File: src/rtl/chr_pkg.sv
package chr_pkg;
  localparam int GLYPH_ROWS  = 8;
  localparam int WIDE_COLS   = 16;
  localparam int NARROW_COLS = 8;
  localparam logic [7:0] OP_COLS   = 8'h2A;
  localparam logic [7:0] OP_ROWS   = 8'h2B;
  localparam logic [7:0] OP_PIXELS = 8'h2C;
  localparam logic [6:0] FIRST_PRINTABLE = 7'h20;

  typedef enum logic [2:0] {
    S_IDLE, S_CLR, S_WIN, S_FETCH, S_LOAD, S_PIX, S_FIN
  } rstate_t;

  typedef struct packed {
    logic [1:0] font;
    logic [1:0] size;
    logic [3:0] hue;
    logic       plot;
    logic [6:0] code;
  } attr_word_t;

  function automatic logic [7:0] pick3(input logic [1:0] k, input logic [23:0] t);
    case (k)
      2'd0:    pick3 = t[23:16];
      2'd1:    pick3 = t[15:8];
      default: pick3 = t[7:0];
    endcase
  endfunction
endpackage

File: src/rtl/chr_window_calc.sv
module chr_window_calc
  import chr_pkg::*;
#(
  parameter int CW      = 16,
  parameter int X_LIMIT = 800
) (
  input  logic [CW-1:0] x_in,
  input  logic [CW-1:0] y_in,
  input  logic [1:0]    size,
  input  logic          wide,
  output logic [CW-1:0] xs,
  output logic [CW-1:0] xe,
  output logic [CW-1:0] ys,
  output logic [CW-1:0] ye,
  output logic [CW-1:0] xn
);
  logic [CW-1:0] mag, span_x, span_y;

  always_comb begin
    mag    = CW'(size) + CW'(1);
    span_x = mag * (wide ? CW'(WIDE_COLS) : CW'(NARROW_COLS));
    span_y = mag * CW'(GLYPH_ROWS);
    xs     = (x_in >= CW'(X_LIMIT)) ? '0 : x_in;
    xn     = xs + span_x;
    xe     = xn - CW'(1);
    ys     = y_in;
    ye     = y_in + span_y - CW'(1);
  end
endmodule

File: src/rtl/chr_row_shifter.sv
module chr_row_shifter #(
  parameter int W = 16
) (
  input  logic         clk,
  input  logic         rst_ni,
  input  logic         load,
  input  logic         step,
  input  logic         wide,
  input  logic [W-1:0] row,
  output logic         pix,
  output logic         last
);
  localparam logic [W-1:0] ONLY_MARK = {1'b1, {(W-1){1'b0}}};

  logic [W:0] sh_q, sh_d;

  always_comb begin
    sh_d = sh_q;
    if (load)
      sh_d = wide ? {row, 1'b1} : {row[W-1:W/2], 1'b1, {(W/2){1'b0}}};
    else if (step)
      sh_d = {sh_q[W-1:0], 1'b0};
  end

  always_ff @(posedge clk or negedge rst_ni) begin
    if (!rst_ni) sh_q <= {1'b1, {W{1'b0}}};
    else if (load || step) sh_q <= sh_d;
  end

  assign pix  = sh_q[W];
  assign last = (sh_q[W-1:0] == ONLY_MARK);


  pixel_remains_chk: assert property (@(posedge clk) disable iff (!rst_ni)
    step |-> (sh_q[W-1:0] != '0));
endmodule

File: src/rtl/chr_render.sv
module chr_render
  import chr_pkg::*;
#(
  parameter int CW               = 16,
  parameter int FA_W             = 12,
  parameter int X_LIMIT          = 800,
  parameter int FONT_WIDE_BASE   = 'h100,
  parameter int FONT_NARROW_BASE = 'h600
) (
  input  logic            clk,
  input  logic            rst_n,
  input  logic            start,
  input  logic [15:0]     char_word,
  input  logic [CW-1:0]   cur_x,
  input  logic [CW-1:0]   cur_y,
  input  logic [23:0]     bg_color,
  output logic [FA_W-1:0] font_addr,
  input  logic [15:0]     font_data,
  output logic [5:0]      col_addr,
  input  logic [7:0]      col_data,
  output logic            cmd_we,
  output logic [7:0]      cmd_byte,
  output logic            dat_we,
  output logic [7:0]      dat_byte,
  output logic [CW-1:0]   x_next,
  output logic            done
);
  localparam int ROW_W = $clog2(GLYPH_ROWS);
  localparam logic [ROW_W-1:0] LAST_ROW = ROW_W'(GLYPH_ROWS - 1);

  // reset: asynchronous assert, synchronous release
  logic [1:0] rs_q;
  logic       rst_ni;
  always_ff @(posedge clk or negedge rst_n) begin
    if (!rst_n) rs_q <= 2'b00;
    else        rs_q <= {rs_q[0], 1'b1};
  end
  assign rst_ni = rs_q[1];

  rstate_t          state_q, state_d;
  attr_word_t       word_q, word_d, in_word;
  logic [CW-1:0]    xs_q, xs_d, xe_q, xe_d, ys_q, ys_d, ye_q, ye_d, x_q, x_d;
  logic [23:0]      fg_q, fg_d;
  logic [1:0]       k_q, k_d, hrep_q, hrep_d, vrep_q, vrep_d;
  logic [3:0]       win_q, win_d;
  logic [ROW_W-1:0] row_q, row_d;

  logic [CW-1:0] c_xs, c_xe, c_ys, c_ye, c_xn;
  logic          in_blank, sh_load, sh_step, sh_pix, sh_last, cur_wide;
  logic [15:0]   row_bits;
  logic [6:0]    code_off;
  logic [FA_W-1:0] font_base;

  assign in_word  = attr_word_t'(char_word);
  assign in_blank = (in_word.code < FIRST_PRINTABLE);
  assign cur_wide = (word_q.font == 2'b00);

  chr_window_calc #(.CW(CW), .X_LIMIT(X_LIMIT)) i_calc (
    .x_in(cur_x), .y_in(cur_y), .size(in_word.size),
    .wide(in_word.font == 2'b00),
    .xs(c_xs), .xe(c_xe), .ys(c_ys), .ye(c_ye), .xn(c_xn)
  );

  chr_row_shifter #(.W(16)) i_shift (
    .clk(clk), .rst_ni(rst_ni), .load(sh_load), .step(sh_step),
    .wide(cur_wide), .row(row_bits), .pix(sh_pix), .last(sh_last)
  );

  // glyph row addressing and font word selection
  assign code_off  = word_q.code - FIRST_PRINTABLE;
  assign font_base = cur_wide ? FA_W'(FONT_WIDE_BASE) : FA_W'(FONT_NARROW_BASE);
  assign font_addr = font_base + FA_W'({code_off, row_q});
  assign col_addr  = {word_q.hue, k_q};
  assign row_bits  = cur_wide               ? font_data :
                     (word_q.font == 2'b10) ? {font_data[7:0], 8'h00} :
                                              {font_data[15:8], 8'h00};
  assign x_next    = x_q;

  always_comb begin
    state_d = state_q; word_d = word_q;
    xs_d = xs_q; xe_d = xe_q; ys_d = ys_q; ye_d = ye_q; x_d = x_q;
    fg_d = fg_q; k_d = k_q; hrep_d = hrep_q; vrep_d = vrep_q;
    win_d = win_q; row_d = row_q;
    cmd_we = 1'b0; cmd_byte = 8'h00; dat_we = 1'b0; dat_byte = 8'h00;
    done = 1'b0; sh_load = 1'b0; sh_step = 1'b0;
    case (state_q)
      S_IDLE: if (start) begin
        word_d = in_word;
        xs_d = c_xs; xe_d = c_xe; ys_d = c_ys; ye_d = c_ye;
        x_d  = in_blank ? cur_x : c_xn;
        k_d  = 2'd0;
        state_d = in_blank ? S_FIN : S_CLR;
      end
      S_CLR: begin
        case (k_q)
          2'd1: fg_d[23:16] = col_data;
          2'd2: fg_d[15:8]  = col_data;
          2'd3: fg_d[7:0]   = col_data;
          default: ;
        endcase
        if (k_q == 2'd3) begin state_d = S_WIN; win_d = 4'd0; end
        else k_d = k_q + 2'd1;
      end
      S_WIN: begin
        cmd_we = (win_q == 4'd0) || (win_q == 4'd5) || (win_q == 4'd10);
        dat_we = !cmd_we;
        case (win_q)
          4'd0: cmd_byte = OP_COLS;
          4'd1: dat_byte = xs_q[15:8];
          4'd2: dat_byte = xs_q[7:0];
          4'd3: dat_byte = xe_q[15:8];
          4'd4: dat_byte = xe_q[7:0];
          4'd5: cmd_byte = OP_ROWS;
          4'd6: dat_byte = ys_q[15:8];
          4'd7: dat_byte = ys_q[7:0];
          4'd8: dat_byte = ye_q[15:8];
          4'd9: dat_byte = ye_q[7:0];
          default: cmd_byte = OP_PIXELS;
        endcase
        if (win_q == 4'd10) begin
          state_d = S_FETCH; row_d = '0; vrep_d = 2'd0;
        end else win_d = win_q + 4'd1;
      end
      S_FETCH: state_d = S_LOAD;
      S_LOAD: begin
        sh_load = 1'b1; hrep_d = 2'd0; k_d = 2'd0; state_d = S_PIX;
      end
      S_PIX: begin
        dat_we   = 1'b1;
        dat_byte = (sh_pix && word_q.plot) ? pick3(k_q, fg_q) : pick3(k_q, bg_color);
        if (k_q == 2'd2) begin
          k_d = 2'd0;
          if (hrep_q == word_q.size) begin
            hrep_d  = 2'd0;
            sh_step = 1'b1;
            if (sh_last) begin
              if (vrep_q == word_q.size) begin
                vrep_d = 2'd0;
                if (row_q == LAST_ROW) state_d = S_FIN;
                else begin row_d = row_q + 1'b1; state_d = S_FETCH; end
              end else begin
                vrep_d = vrep_q + 2'd1; state_d = S_FETCH;
              end
            end
          end else hrep_d = hrep_q + 2'd1;
        end else k_d = k_q + 2'd1;
      end
      S_FIN: begin done = 1'b1; state_d = S_IDLE; end
      default: state_d = S_IDLE;
    endcase
  end

  always_ff @(posedge clk or negedge rst_ni) begin
    if (!rst_ni) begin
      state_q <= S_IDLE; word_q <= '0;
      xs_q <= '0; xe_q <= '0; ys_q <= '0; ye_q <= '0; x_q <= '0;
      fg_q <= '0; k_q <= '0; hrep_q <= '0; vrep_q <= '0;
      win_q <= '0; row_q <= '0;
    end else begin
      state_q <= state_d; word_q <= word_d;
      xs_q <= xs_d; xe_q <= xe_d; ys_q <= ys_d; ye_q <= ye_d; x_q <= x_d;
      fg_q <= fg_d; k_q <= k_d; hrep_q <= hrep_d; vrep_q <= vrep_d;
      win_q <= win_d; row_q <= row_d;
    end
  end


  done_single_chk: assert property (@(posedge clk) disable iff (!rst_ni)
    done |=> !done);

  last_blue_chk: assert property (@(posedge clk) disable iff (!rst_ni)
    (done && $past(dat_we)) |-> ($past(k_q) == 2'd2));

  input_hold_chk: assert property (@(posedge clk) disable iff (!rst_ni)
    (state_q != S_IDLE) |=> $stable(word_q));

  blank_done_chk: assert property (@(posedge clk) disable iff (!rst_ni)
    (state_q == S_IDLE && start && in_blank) |=> (done && !cmd_we && !dat_we));
endmodule

File: config.mk
export PLATFORM = sky130hd
export DESIGN_NAME = chr_render
export DESIGN_NICKNAME = d
export VERILOG_FILES = /design/src/rtl/chr_pkg.sv /design/src/rtl/chr_window_calc.sv /design/src/rtl/chr_row_shifter.sv /design/src/rtl/chr_render.sv
export SDC_FILE = /design/constraint.sdc
export NUM_CORES = 1
export LEC_CHECK = 0
export ABC_AREA = 1
export BUFFER_PORTS_ARGS = -buffer_cell sky130_fd_sc_hd__buf_4
export CORE_UTILIZATION = 35
export DETAILED_ROUTE_END_ITERATION = 6
export SETUP_SLACK_MARGIN = 0.5
export SYNTH_ARGS = -nofsm -noshare
export SYNTH_HDL_FRONTEND = slang
export SYNTH_SLANG_ARGS = --single-unit
File: constraint.sdc
create_clock -name clk -period 6.8 [get_ports clk]
set_clock_uncertainty 0.2 [all_clocks]
set_input_delay 1.36 -clock clk [delete_from_list [all_inputs] [get_ports clk]]
set_output_delay 1.36 -clock clk [all_outputs]
set_load 0.01 [all_outputs]
==> out/results.txt <==
area delta synth->final: 20.9%
Starting Density: 35.7%
Seq pwr share: 35.9%
Die Ht: 162 um
Pre-Repair DR Iteration Count: 5
Pwr Density: 396 mW/mm^2
synthesis-stage register bit count: 155
Post-synth EDFFs: 0
worst r2r src: state_q[1]
RSZ-0062 raised after global routing: false
status: complete, no violations
r2r setup slk: 3.63 ns
wire length of the first global-routing pass: 40.8 mm
Cells after Synth: 1,157
largest family of logic cells by synthesized area: simple AND/OR/NAND/NOR gates
Switching Fraction: 40.6%
crit path DAT: 3.18 ns
VDD IR-drop max: 0.199 mV
Critical Path, Cell by Cell: inv_1, ha_1, nor2_1, a221oi_1, o32ai_1, buf_4
Mean Syn Cell Area: 7.78 um^2
synth unique cells: 51
post-CTS sizing: 0
dpl cells: 1,596
gr ovfl total: 0
Antenna Cells: 0
H-tree Lvls: 4
Die W: 162 um
Max Fclk: 211 MHz
Max-Cap Viols: 0
WL/cell: 15.5 um
fin cells: 1,628
relative slew slack: 22.6%
most frequent cells in the layout: nand2_1, inv_1, dfrtp_1, buf_4, o21ai_0
Top Family by Delay on Critical Path: simple AND/OR/NAND/NOR gates
CTS tree: yes
number of fill cells in the layout: 2,613
R2R depth: 9
Clk network pwr share: 22.1%
Util after Layout: 43.2%
Tmin final: 4.74 ns
die area: 0.0264 mm^2
Setup TNS Final: 0 ns
Fin. Hold Viols: 0
Final ANT Viol Nets: 0
hold path depth: 0
adder-cell share of the synthesized area: 6.81%
vias per inst: 4.92
clock root buffer: clkbuf_16
Post-synth top flop: dfrtp_1
Finish-stage setup viols: 0
combinational share of power: 41.9%
commonest non-fill, non-tap cell in the layout: nand2_1
critical path startpoint category: register
Site Rows: 58
number of setup buffers added after CTS: 0
Largest stage delay, worst path: 0.98 ns
Num CTS Buffers: 17
CP bufs+invs: 2
simple-gate portion of the synthesized area: 22.4%
crit-path max FO: 17
nets: 1,430
mux contribution to synthesized area: 0%
initial antenna violation count: 0
final WL: 25.3 mm
CORE AREA: 0.0252 mm^2
reg2reg end: ye_q[8]
crit path kind: register to primary output
Post-route DRC: 0
Hold Startpoint: rs_q[0]
Final Max Tran Viols: 0
Total GRT Usage: 19.9%
Pwr Total: 0.00431 W
Port Buffer Count: 148
worst endpoint required time: 5.24 ns
via count: 8,014
CTS Sinks: 155
hold crit path type: register to register
synth warn: 0
maximum root-to-sink buffer count: 2
# hold bufs at CTS: 0
NetSw: 0.00175 W
fin crit share: 69.8%
number of DRC markers in iteration 0: 594
Mapped Area: 0.00900 mm^2
Synth Area in Compound Gates: 16.0%
sequential-to-total area share from yosys stat: 43.1%
Ports: 152
clock slew at reported path FFs: 0.07 ns
Skew-Pair Late Insertion Delay: 0.43 ns
GPL Wtd Cong: 0.876
Final HPWL DP: 18.8 mm
leak pwr: 5.58 nW
internal power: 0.00256 W
pin count of the biggest net entering global routing: 81
CP max stage cell: nor2_1
number of global-route vias before repair: 7,875
Slew @ Worst Pin: 1.16 ns
Hold Path Sink: rs_q[1]
ratio of cells with drive above 1 in the final layout: 16.8%
Synth Area in XOR/XNOR: 1.36%
asr flop ratio synth: 100%
CP endpoint kind: primary output
## power groups by stage
stage	registers, W	clock network (W)	logic (W)
after floorplan	0.00151	0	0.00123
after global placement	0.00155	0	0.00180
after detailed placement	0.00156	0	0.00182
after CTS	0.00154	0.000969	0.00182
after global routing	0.00159	0.00101	0.00205
final	0.00155	0.000954	0.00181
## cells by family after synthesis
group,after synthesis
flip-flops,155
other,2
XOR/XNOR,14
AND/OR/NAND/NOR,477
adder cells (fa/ha/maj),46
buffers and inverters,220
AO/OA/AOI/OAI,243
## flip-flops by register name, indices dropped and copies added, names as in the netlist
name / cells
fg_q: 24
i_shift.sh_q: 17
x_next: 16
xe_q: 16
xs_q: 16
ye_q: 16
ys_q: 16
word_q: 12
col_addr: 4
win_q: 4
row_q: 3
state_q: 3
hrep_q: 2
k_q: 2
rs_q: 2
vrep_q: 2
## synth_stat cells, types with 3 or more instances
cell	instances	area (um^2)
o32ai_1	3	26.3
nand2_1	327	1230
ha_1	41	513
nor3_1	10	50.1
o21ai_1	7	35.0
o221a_2	3	33.8
buf_2	18	90.1
buf_4	15	113
inv_2	9	33.8
clkbuf_1	12	45.0
xnor2_1	8	70.1
a22o_1	4	35.0
nand3_1	46	230
dfrtp_1	154	3850
o31ai_1	6	45.0
o211ai_1	3	22.5
nor2_2	7	43.8
nand4_1	17	106
nor2_4	3	33.8
fa_1	5	100
o2111ai_1	4	35.0
nor2_1	51	191
xor2_1	6	52.6
inv_1	164	616
o21ai_0	126	631
o221ai_1	4	35.0
o21a_1	5	37.5
a221oi_1	14	123
nand2_2	4	25.0
a21oi_1	35	175
nand3b_1	4	30.0
o22ai_1	17	106
## layout make-up
| class | count | area [um^2] | area share, % |
|---|---|---|---|
| multi-input cells | 785 | 4210 | 38.7 |
| repair buffers | 153 | 1150 | 10.6 |
| clock buffers | 23 | 458 | 4.21 |
| clock inverters | 9 | 116 | 1.07 |
| flip-flops and latches | 155 | 3880 | 35.7 |
| inverters | 173 | 649 | 5.97 |
| well taps | 330 | 413 | 3.79 |
## worst max-delay path by stage
stage | start | to | depth (start not counted)
6_report | k_q[0] | dat_byte[5] | 6
5_1_grt | k_q[0] | dat_byte[2] | 6
4_1_cts | k_q[0] | dat_byte[2] | 6
3_5_place_dp | char_word[12] | xe_q[11] | 14
3_3_place_gp | char_word[12] | xe_q[10] | 15
2_1_floorplan | rs_q[1] | col_addr[2] | 0
## routing by layer
metal	GRT usage [%]	routed length, um
met1	27.0	12000
met2	32.0	11700
met3	3.57	1120
met4	6.26	517
met5	0	0
## metrics by stage
step	worst slack (ns)	cell area, um^2	hold slack, ns
2_1_floorplan	1.96	9010	0.131
3_3_place_gp	2.14	10300	0.136
3_5_place_dp	2.05	10300	0.141
4_1_cts	2.08	10900	0.161
5_1_grt	1.86	10900	0.164
6_report	2.06	10900	0.161
Note: power is estimated with default switching activity, not from simulation.
